==> src/rtl/pburst_pkg.sv <==
package pburst_pkg;
  typedef enum logic [1:0] {
    CYC_IDLE,
    CYC_LOAD,
    CYC_READ,
    CYC_WRITE
  } cyc_kind_e;
endpackage

==> src/rtl/pburst_seq.sv <==
module pburst_seq #(
  parameter int ADDR_W = 4,
  parameter int BEAT_W = 2
) (
  input  logic              clk,
  input  logic              rst_n,
  input  logic              load_i,
  input  logic              drop_i,
  input  logic              step_i,
  input  logic [ADDR_W-1:0] addr_i,
  output logic              active_o,
  output logic [ADDR_W-1:0] addr_o
);
  logic              active_q, active_d;
  logic [BEAT_W-1:0] beat_q, beat_d;
  logic [ADDR_W-1:0] base_q;

  always_comb begin
    active_d = active_q;
    beat_d   = beat_q;
    if (load_i) begin
      active_d = 1'b1;
      beat_d   = '0;
    end else if (drop_i) begin
      active_d = 1'b0;
    end else if (step_i) begin
      beat_d = beat_q + 1'b1;
    end
  end

  always_ff @(posedge clk or negedge rst_n) begin
    if (!rst_n) begin
      active_q <= 1'b0;
      beat_q   <= '0;
    end else begin
      active_q <= active_d;
      beat_q   <= beat_d;
    end
  end

  always_ff @(posedge clk) begin
    if (load_i) base_q <= addr_i;
  end

  assign active_o = active_q;
  assign addr_o   = {base_q[ADDR_W-1:BEAT_W], base_q[BEAT_W-1:0] + beat_q};

  AST_LOAD_RESTART: assert property (@(posedge clk) disable iff (!rst_n)
    load_i |=> (active_o && addr_o == $past(addr_i)));
  AST_BEAT_STEP: assert property (@(posedge clk) disable iff (!rst_n)
    (step_i && !load_i && !drop_i) |=> (addr_o[ADDR_W-1:BEAT_W] == $past(addr_o[ADDR_W-1:BEAT_W]) &&
      addr_o[BEAT_W-1:0] == $past(addr_o[BEAT_W-1:0]) + 1'b1));
  AST_BEAT_HOLD: assert property (@(posedge clk) disable iff (!rst_n)
    (!step_i && !load_i) |=> $stable(addr_o));
endmodule

==> src/rtl/pburst_store.sv <==
module pburst_store #(
  parameter int ADDR_W    = 4,
  parameter int LANES     = 4,
  parameter int LANE_BITS = 9
) (
  input  logic                       clk,
  input  logic                       rst_n,
  input  logic                       wr_en_i,
  input  logic [ADDR_W-1:0]          wr_addr_i,
  input  logic [LANES-1:0]           wr_mask_i,
  input  logic [LANES*LANE_BITS-1:0] wr_data_i,
  input  logic [ADDR_W-1:0]          rd_addr_i,
  output logic [LANES*LANE_BITS-1:0] rd_data_o
);
  localparam int DEPTH  = 1 << ADDR_W;
  localparam int WORD_W = LANES * LANE_BITS;

  logic              pend_vld_q;
  logic [ADDR_W-1:0] pend_addr_q;
  logic [LANES-1:0]  pend_mask_q;
  logic [WORD_W-1:0] pend_data_q;
  logic              addr_hit;

  always_ff @(posedge clk or negedge rst_n) begin
    if (!rst_n) pend_vld_q <= 1'b0;
    else        pend_vld_q <= wr_en_i;
  end

  always_ff @(posedge clk) begin
    if (wr_en_i) begin
      pend_addr_q <= wr_addr_i;
      pend_mask_q <= wr_mask_i;
      pend_data_q <= wr_data_i;
    end
  end

  assign addr_hit = pend_vld_q && (pend_addr_q == rd_addr_i);

  for (genvar l = 0; l < LANES; l++) begin : g_lane
    logic [LANE_BITS-1:0] lane_mem [DEPTH];
    logic                 commit;
    assign commit = pend_vld_q && pend_mask_q[l];

    always_ff @(posedge clk) begin
      if (commit) lane_mem[pend_addr_q] <= pend_data_q[l*LANE_BITS +: LANE_BITS];
    end

    assign rd_data_o[l*LANE_BITS +: LANE_BITS] =
      (addr_hit && pend_mask_q[l]) ? pend_data_q[l*LANE_BITS +: LANE_BITS]
                                   : lane_mem[rd_addr_i];
  end

  AST_STAGE_CAPTURE: assert property (@(posedge clk) disable iff (!rst_n)
    wr_en_i |=> (pend_vld_q && pend_addr_q == $past(wr_addr_i) && pend_mask_q == $past(wr_mask_i)));
  AST_BYPASS_FULL: assert property (@(posedge clk) disable iff (!rst_n)
    (wr_en_i && &wr_mask_i) |=> ((rd_addr_i != pend_addr_q) || (rd_data_o == $past(wr_data_i))));
endmodule

==> src/rtl/pburst_out.sv <==
module pburst_out #(
  parameter int WORD_W = 36
) (
  input  logic              clk,
  input  logic              rst_n,
  input  logic              is_read_i,
  input  logic              is_write_i,
  input  logic              oe_n_i,
  input  logic [WORD_W-1:0] rd_data_i,
  output logic [WORD_W-1:0] dq_o,
  output logic              dq_oe_o
);
  logic drive_q, drive_d;
  logic linger_q, linger_d;
  logic [WORD_W-1:0] hold_q;

  always_comb begin
    if (is_read_i) begin
      drive_d  = 1'b1;
      linger_d = 1'b0;
    end else if (is_write_i) begin
      drive_d  = 1'b0;
      linger_d = 1'b0;
    end else begin
      drive_d  = drive_q & ~linger_q;
      linger_d = drive_q & ~linger_q;
    end
  end

  always_ff @(posedge clk or negedge rst_n) begin
    if (!rst_n) begin
      drive_q  <= 1'b0;
      linger_q <= 1'b0;
    end else begin
      drive_q  <= drive_d;
      linger_q <= linger_d;
    end
  end

  always_ff @(posedge clk) begin
    if (is_read_i) hold_q <= rd_data_i;
  end

  assign dq_o    = hold_q;
  assign dq_oe_o = drive_q & ~oe_n_i & ~is_write_i;

  AST_READ_DRIVES: assert property (@(posedge clk) disable iff (!rst_n)
    is_read_i |=> (drive_q && hold_q == $past(rd_data_i)));
  AST_DCD_EXTRA: assert property (@(posedge clk) disable iff (!rst_n)
    (drive_q && !linger_q && !is_read_i && !is_write_i) |=> (drive_q && $stable(hold_q)));
  AST_DCD_RELEASE: assert property (@(posedge clk) disable iff (!rst_n)
    (linger_q && !is_read_i) |=> !drive_q);
  AST_WRITE_QUIET: assert property (@(posedge clk) disable iff (!rst_n)
    is_write_i |=> !drive_q);
endmodule

==> src/rtl/pburst_sram.sv <==
module pburst_sram
  import pburst_pkg::*;
#(
  parameter int ADDR_W    = 4,
  parameter int LANES     = 4,
  parameter int LANE_BITS = 9,
  parameter int BEAT_W    = 2
) (
  input  logic                       clk,
  input  logic                       rst_n,
  input  logic                       start_i,
  input  logic                       sel_i,
  input  logic                       adv_i,
  input  logic [ADDR_W-1:0]          addr_i,
  input  logic                       wr_all_n_i,
  input  logic                       byte_gate_n_i,
  input  logic [LANES-1:0]           lane_wr_n_i,
  input  logic                       oe_n_i,
  input  logic [LANES*LANE_BITS-1:0] dq_i,
  output logic [LANES*LANE_BITS-1:0] dq_o,
  output logic                       dq_oe_o
);
  localparam int WORD_W = LANES * LANE_BITS;

  cyc_kind_e         kind;
  logic              active;
  logic [ADDR_W-1:0] cur_addr;
  logic [LANES-1:0]  wr_mask;
  logic [WORD_W-1:0] rd_word;
  logic              is_read, is_write, step;

  always_comb begin
    if (start_i)                          kind = sel_i ? CYC_LOAD : CYC_IDLE;
    else if (!active)                     kind = CYC_IDLE;
    else if (!wr_all_n_i || !byte_gate_n_i) kind = CYC_WRITE;
    else                                  kind = CYC_READ;
  end

  assign is_read  = (kind == CYC_READ);
  assign is_write = (kind == CYC_WRITE);
  assign step     = adv_i & (is_read | is_write);
  assign wr_mask  = !wr_all_n_i ? {LANES{1'b1}} : ~lane_wr_n_i;

  pburst_seq #(.ADDR_W(ADDR_W), .BEAT_W(BEAT_W)) u_seq (
    .clk      (clk),
    .rst_n    (rst_n),
    .load_i   (kind == CYC_LOAD),
    .drop_i   (start_i & ~sel_i),
    .step_i   (step),
    .addr_i   (addr_i),
    .active_o (active),
    .addr_o   (cur_addr)
  );

  pburst_store #(.ADDR_W(ADDR_W), .LANES(LANES), .LANE_BITS(LANE_BITS)) u_store (
    .clk       (clk),
    .rst_n     (rst_n),
    .wr_en_i   (is_write),
    .wr_addr_i (cur_addr),
    .wr_mask_i (wr_mask),
    .wr_data_i (dq_i),
    .rd_addr_i (cur_addr),
    .rd_data_o (rd_word)
  );

  pburst_out #(.WORD_W(WORD_W)) u_out (
    .clk        (clk),
    .rst_n      (rst_n),
    .is_read_i  (is_read),
    .is_write_i (is_write),
    .oe_n_i     (oe_n_i),
    .rd_data_i  (rd_word),
    .dq_o       (dq_o),
    .dq_oe_o    (dq_oe_o)
  );

  AST_RESET_QUIET: assert property (@(posedge clk)
    !rst_n |-> !dq_oe_o);
  AST_LOAD_NO_WRITE: assert property (@(posedge clk) disable iff (!rst_n)
    start_i |=> !u_store.pend_vld_q);
  AST_GW_ALL_LANES: assert property (@(posedge clk) disable iff (!rst_n)
    (!start_i && active && !wr_all_n_i) |=> (u_store.pend_mask_q == {LANES{1'b1}}));
  AST_GATE_OFF_READS: assert property (@(posedge clk) disable iff (!rst_n)
    (!start_i && active && wr_all_n_i && byte_gate_n_i) |=> !u_store.pend_vld_q);
endmodule

==> config.mk <==
export PLATFORM = sky130hd
export DESIGN_NAME = pburst_sram
export DESIGN_NICKNAME = d
export VERILOG_FILES = /design/src/rtl/pburst_pkg.sv /design/src/rtl/pburst_seq.sv /design/src/rtl/pburst_store.sv /design/src/rtl/pburst_out.sv /design/src/rtl/pburst_sram.sv
export SDC_FILE = /design/constraint.sdc
export NUM_CORES = 1
export LEC_CHECK = 0
export CAP_MARGIN = 5
export CORE_ASPECT_RATIO = 1.2
export CORE_MARGIN = 10
export CORE_UTILIZATION = 62
export CTS_BUF_LIST = sky130_fd_sc_hd__clkbuf_2 sky130_fd_sc_hd__clkbuf_4 sky130_fd_sc_hd__clkbuf_8
export DETAILED_ROUTE_END_ITERATION = 8
export DONT_BUFFER_PORTS = 1
export GPL_ROUTABILITY_DRIVEN = 0
export PLACE_DENSITY_LB_ADDON = 0.2
export SLEW_MARGIN = 30
export SYNTH_ARGS = -nofsm -noshare
export SYNTH_HDL_FRONTEND = slang
export SYNTH_SLANG_ARGS = --single-unit
==> constraint.sdc <==
create_clock -name clk -period 9.5 [get_ports clk]
set_clock_uncertainty 0.05 [all_clocks]
set_input_delay 1.9 -clock clk [delete_from_list [all_inputs] [get_ports clk]]
set_output_delay 1.9 -clock clk [all_outputs]
set_load 0.02 [all_outputs]
==> results.json, run 1 <==
{
  "placement_rows": 82,
  "floorplan.io_pins": 89,
  "dpl_cell_area_sq_um": 26500,
  "synth.yosys.warnings": 0,
  "cts_tree": "done",
  "ys_seq_area_share_pct": 76.59,
  "path_clk_slew_ns": 0.06,
  "place_inst": 1983,
  "signed_area_change_from_the_synthesized_netlist_to_the_final_layout_pct": 9.195,
  "leakage_nw": 9.124,
  "groute.usage.overall_pct": 21.01,
  "cp_top_family": "simple AND/OR/NAND/NOR gates",
  "tritoncts.num_buffers": 96,
  "hold_path.class": "register to register",
  "timing.max_slew.rel_slack_pct": 32.82,
  "antenna_found_initial": 1,
  "post-layout-total-power_mw": 6.177,
  "result_of_the_run": "finished clean",
  "drive_above_1_share_pct": 17.26,
  "critPathMaxStageDelay_ns": 0.56,
  "crit_path_top_delay_cell": "nor3b_1",
  "cts_sink_cnt": 666,
  "drt-wirelength-per-cell_um": 25.03,
  "post_synth_edffs": 660,
  "synth_fp_nets": 1557,
  "crit_arrival_ns": 2.66,
  "initialDrtViolationCount": 1400,
  "critPathMaxFanout": 6,
  "post-place-ws_ns": 4.869,
  "floorplan.initialDensity_pct": 62.59,
  "synth_xor_area_share_pct": 0.3599,
  "synth.largest_area_cell": "edfxtp_1",
  "dpl.hpwl_um": 30740,
  "synth_ff_type": "edfxtp_1",
  "post_cts_hold_buffer_count": 0,
  "detail_route.drc_violations": 0,
  "port_buffers": 0,
  "die_y_um": 244.6,
  "via_per_inst": 6.200,
  "postRouteAntennaNets": 0,
  "detailedRoute.firstPassIterationCount": 7,
  "synth_top_family_by_area": "multiplexers",
  "layout.cells.most_common": "edfxtp_1",
  "timing.setup.critical_path_class": "input pin to output pin",
  "power_per_cell_area_nw_per_um2": 217.0,
  "finish.net_count": 1588,
  "synth_async_sr_flop_share_pct": 0.9009,
  "setup_viol": 0,
  "fp.dieW_um": 207.2,
  "clock_tree.root_cell": "clkbuf_8",
  "timing.max_cap.violations": 0,
  "grt_overflow_total": 0,
  "clock_latency_late_sink_ns": 0.66,
  "max-vdd-ir-drop_mv": 0.1623,
  "endpoint_kind": "output pin",
  "grt_pass1_vias": 13510,
  "cts_buffer_depth": 3,
  "final_period_minus_worst_setup_slack_ns": 4.612,
  "slew_viol_final": 0,
  "synth.area.mux_share_pct": 8.753,
  "utilization_pct": 68.35,
  "cp-start-kind": "input pin",
  "cts_setup_buffers": 0,
  "fin_cells": 2158,
  "syn_area_per_cell_sq_um": 17.34,
  "hold_vio_cnt_final": 0,
  "grt_max_degree": 175,
  "post_cts_resized": 0,
  "crit_chain": "nand2b_1, a21oi_4, nor3b_1",
  "cts-htree-levels": 3,
  "fin_area_sq_um": 28470,
  "post-synth-top-area-fraction_pct": 76.01,
  "synth.distinct_cells": 47,
  "synthesis.area_sq_um": 26070,
  "post_synth_main_area_contributors": "edfxtp_1 (76%), mux2i_1 (4.3%), mux4_2 (4.1%), a211oi_1 (2.7%), nand2_1 (2.2%)",
  "commonest_cells_after_routing_fill_and_taps_aside": "edfxtp_1 (660), nand2_1 (150), mux2i_1 (111)",
  "maxClockFrequency_mhz": 216.8,
  "cp_num_buf_inv": 0,
  "drt_wl_total_um": 54020,
  "core_region_area_sq_um": 41660,
  "dr_total_vias": 13380,
  "final.setup.worst_slack_ns": 4.888,
  "grt_first_pass_wirelength_um": 81420,
  "worst_pin_slew_ns": 1.004,
  "synthAdderAreaFrac_pct": 0.04799,
  "die-area_sq_um": 50690,
  "fin_setup_tns_ns": 0,
  "count_of_state_elements_after_synthesis": 666,
  "rsz_0062_raised_after_global_routing": "false",
  "period_share_pct": 48.54,
  "synthesis.instances": 1504,
  "worst-endpoint-required_ns": 7.55,
  "fin_hold_ws_ns": 0.4621,
  "synth_compound_area_share_pct": 6.104,
  "synth_simple_gate_area_share_pct": 6.167
}
## registers in the layout, summed over array words and instances, names as in the netlist
register,cells
u_out.drive_q,1
u_out.dq_o,36
u_out.linger_q,1
u_seq.active_o,1
u_store.pend_mask_q,4
u_seq.beat_q,2
u_seq.base_q,4
u_store.g_lane.lane_mem,576
u_store.pend_addr_q,4
u_store.pend_data_q,36
u_store.pend_vld_q,1
## worst min-delay path, delay by kind of cell, from the launching register on
family	cells	cell delay, ns
simple gates	2	0.16
flops	1	0.32
## routing by layer
metal	global-route usage [%]	vias up	routed length, um
met5	0	-	0
met4	8.167	0	1163
met3	4.205	75	4143
met2	34.30	576	26820
met1	27.57	6732	21890
li1	-	5996	-
## kinds of logic (layout without fill, tap and decap cells)
family | after synthesis | in the layout
xor gates and xnor gates | 7 | 7
AOI/OAI and AO/OA | 220 | 220
adders and majority gates | 1 | 1
DFF | 666 | 666
and+or+nand+nor | 351 | 351
buffers and inverters | 91 | 198
muxes | 168 | 168
other | 0 | 1
## final cells by class
class / count / area [sq um]
tap: 546 / 683.2
timing repair buffer: 23 / 185.2
inverter: 1 / 11.26
fill: 2760 / 13190
clock buffer: 131 / 1628
sequential: 666 / 19970
multi-input combinational: 747 / 5717
antenna: 1 / 2.502
clock inverter: 43 / 274.0
## where the power goes
part | total, mW | internal [mW] | switching (mW)
clock network | 2.23 | 1.19 | 1.03
registers | 3.30 | 3.26 | 0.0425
logic | 0.648 | 0.254 | 0.394
total | 6.18 | 4.71 | 1.47
## Yosys cell counts (2+ instances only)
cell type and count:
nor2_1 75, buf_6 8, o21ai_0 10, clkbuf_1 43, o2bb2ai_1 4, buf_1 6
buf_4 6, nor3_2 3, mux2_2 10, a211oi_1 93, nor2b_1 71, a311oi_1 7
edfxtp_1 660, nor4_1 6, o221ai_1 2, mux4_2 47, o22ai_1 18, a21oi_1 25
buf_12 2, nand2_1 150, and3_1 5, o31ai_1 29, mux2i_1 111, o21ai_1 8
xnor2_1 3, nand3_1 21, dfrtp_1 6, buf_8 2, buf_2 23, o311a_1 16
nor3_1 9, xor2_1 2, o32ai_1 4, nand2b_1 6
## path summary, 6_finish.rpt
| check | start | endpoint | slack [ns] | cells after the start |
|---|---|---|---|---|
| min reg2reg | u_out.linger_q | u_out.linger_q | 0.46 | 2 |
| max in group asynchronous | rst_n | u_out.drive_q | 8.45 | 0 |
| min in group asynchronous | rst_n | u_store.pend_vld_q | 0.88 | 0 |
| max | start_i | dq_oe_o | 4.89 | 3 |
| min | u_out.linger_q | u_out.linger_q | 0.46 | 2 |
| max reg2reg | u_seq.beat_q[0] | u_out.dq_o[3] | 5.28 | 8 |
Note: power is estimated with default switching activity, not from simulation.
==> run 2, diff against run 1 <==
Settings changed: CORE_UTILIZATION 62 to 59.
Clock period 9.5 ns to 4 ns, I/O delays scaled along.
==> run 2 against run 1 <==
  * Utilization shrank 2.7 points
  * Via count grew 1.4%
  * Wire length grew 5.3%
  * Clock-buffer cell count grew 5
  * Sequential share of layout area shrank 0.54 points
  * Total power grew 140%
  * First-iteration DRC count shrank 9.7%
  * Worst setup slack lost 4.0 ns
  * Cell count grew 1.6%
  * Die area grew 4.6%
  * Final area grew 0.78%
  * Critical endpoint is now u_out.dq_o[17]
  * Largest power group unchanged
==> results.json, run 2 (same netlist as run 1, synthesis figures left out) <==
{
  "core_region_area_sq_um": 43720,
  "worst_pin_slew_ns": 0.9877,
  "netSwitchingFraction_pct": 24.18,
  "antenna_found_initial": 0,
  "p_comb_share_pct": 10.8,
  "endpoint_kind": "register",
  "cts-htree-levels": 3,
  "detail_route.drc_violations": 0,
  "hold_path.class": "input pin to register",
  "worst-endpoint-required_ns": 4.36,
  "slew_viol_final": 0,
  "grt_max_degree": 82,
  "layout.cells.most_common": "edfxtp_1",
  "signed_area_change_from_the_synthesized_netlist_to_the_final_layout_pct": 10.05,
  "leakage_nw": 9.212,
  "tritoncts.num_buffers": 99,
  "fp.dieW_um": 211.9,
  "die_y_um": 250.3,
  "port_buffers": 0,
  "hold_vio_cnt_final": 0,
  "drt_wl_total_um": 56880,
  "max_flop_register": "u_store.g_lane.lane_mem",
  "final_period_minus_worst_setup_slack_ns": 3.076,
  "placement_rows": 84,
  "fillers": 2945,
  "period_share_pct": 76.91,
  "rsz_0062_raised_after_global_routing": "false",
  "result_of_the_run": "finished clean",
  "timing.setup.critical_path_class": "register to register",
  "die-area_sq_um": 53030,
  "clock_latency_late_sink_ns": 0.68,
  "largest_register_ffs": 576,
  "grt_overflow_total": 0,
  "critPathMaxFanout": 28,
  "cts_buffer_depth": 3,
  "sequentialPowerShare_pct": 53.0,
  "commonest_cells_after_routing_fill_and_taps_aside": "edfxtp_1 (660), nand2_1 (150), mux2i_1 (111)",
  "initialDrtViolationCount": 1264,
  "finish.net_count": 1606,
  "power_per_cell_area_nw_per_um2": 516.2,
  "groute.usage.overall_pct": 21.65,
  "crit_arrival_ns": 3.43,
  "crit_chain": "ha_4, nand2b_1, buf_4, o2bb2ai_1, nor2_1, o31ai_1",
  "timing.max_cap.violations": 0,
  "fin_setup_tns_ns": 0,
  "critPathMaxStageDelay_ns": 0.66,
  "cts_sink_cnt": 666,
  "cell_internal_pwr_mw": 11.23,
  "cts_setup_buffers": 0,
  "cts_tree": "done",
  "detailedRoute.firstPassIterationCount": 6,
  "floorplan.initialDensity_pct": 59.63,
  "total_switching_power_mw": 3.581,
  "dpl.hpwl_um": 32530,
  "area_occupied_by_multi_input_gates_sq_um": 5737,
  "clock_power_share_pct": 36.2,
  "path_clk_slew_ns": 0.07,
  "floorplan.io_pins": 89,
  "drt-wirelength-per-cell_um": 25.95,
  "post_cts_resized": 0,
  "grt_first_pass_wirelength_um": 85690,
  "crit_path_top_delay_cell": "ha_4",
  "clock_tree.root_cell": "clkbuf_8",
  "timing.max_slew.rel_slack_pct": 33.91,
  "utilization_pct": 65.63,
  "setup_viol": 0,
  "dr_total_vias": 13560,
  "cp-start-kind": "register",
  "grt_pass1_vias": 13800,
  "final-seq-area_sq_um": 19970,
  "drive_above_1_share_pct": 18.75,
  "postRouteAntennaNets": 0,
  "via_per_inst": 6.188,
  "maxClockFrequency_mhz": 325.1,
  "max-vdd-ir-drop_mv": 0.3107
}
[run 2: cell count changes in the layout (fill, tap and decap cells not counted), sizes merged]
cell / before / now
inv: 2 / 3
clkinv: 36 / 38
bufinv: 3 / 2
buf: 23 / 37
clkbuf: 131 / 136
clkinvlp: 3 / 2
dlygate4sd3: 0 / 1
[run 2: power groups by stage]
stage | Sequential, mW | Combinational [mW] | Clock [mW]
final | 7.85 | 1.60 | 5.37
after detailed placement | 7.99 | 1.60 | 0
after global placement | 7.99 | 1.56 | 0
after floorplan | 7.95 | 1.27 | 0
after global routing | 7.85 | 1.72 | 5.76
after CTS | 7.85 | 1.60 | 5.46
[run 2: area by class of cell]
class                   count  area share (%)
flip-flops and latches    666           69.60
multi-input cells         747           19.99
clock buffers             136           5.870
well taps                 559           2.438
repair buffers             38           1.177
clock inverters            44          0.8765
inverters                   1         0.03925
diodes                      1        0.008721
[run 2: path summary, 6_finish.rpt]
path / slack (ns) / end / cells past startpoint / start
max: 0.92 / u_out.dq_o[17] / 6 / u_seq.beat_q[0]
max reg2reg: 0.92 / u_out.dq_o[17] / 6 / u_seq.beat_q[0]
min reg2reg: 0.45 / u_out.linger_q / 2 / u_out.linger_q
min in group asynchronous: 0.39 / u_store.pend_vld_q / 1 / rst_n
max in group asynchronous: 3.29 / u_seq.beat_q[1] / 1 / rst_n
min: 0.16 / u_store.pend_data_q[1] / 0 / dq_i[1]
[run 2: routing by layer]
layer | wire length [um] | GRT usage [%] | part of all wire (%) | vias to the layer above
met3 | 4119 | 4.635 | 7.2 | 102
li1 | - | - | - | 6046
met1 | 23520 | 28.94 | 41 | 6867
met4 | 1526 | 8.743 | 2.7 | 0
met2 | 27710 | 34.13 | 49 | 548
met5 | 0 | 0 | 0 | -
[run 2: timing repair]
item / in CTS / in global routing
setup endpoints to repair: 0 / 0
endpoints found under the hold margin: 6 / 0
hold buffers: 1 / 0
[run 2: critical path: cells and delay by family, from the launching register on]
family,cells,cell delay [ns]
buffers and inverters,1,0.40
AOI/OAI and AO/OA,2,0.59
DFF,1,0.44
and+or+nand+nor,2,0.65
adders and majority gates,1,0.66
[run 2: per-stage QoR]
step / setup WS (ns) / hold WS (ns) / area, sq um / total power, mW / cells
6_report: 0.9236 / 0.1620 / 28690 / 14.81 / 2192
5_1_grt: 0.7972 / 0.1247 / 28690 / 15.33 / 2191
4_1_cts: 0.9070 / 0.1125 / 28660 / 14.90 / 2191
3_5_place_dp: 0.9390 / 0.4478 / 26710 / 9.589 / 2010
3_3_place_gp: 0.9664 / 0.4458 / 26620 / 9.551 / 2010
2_1_floorplan: 0.5724 / 0.3706 / 26080 / 9.211 / 1504
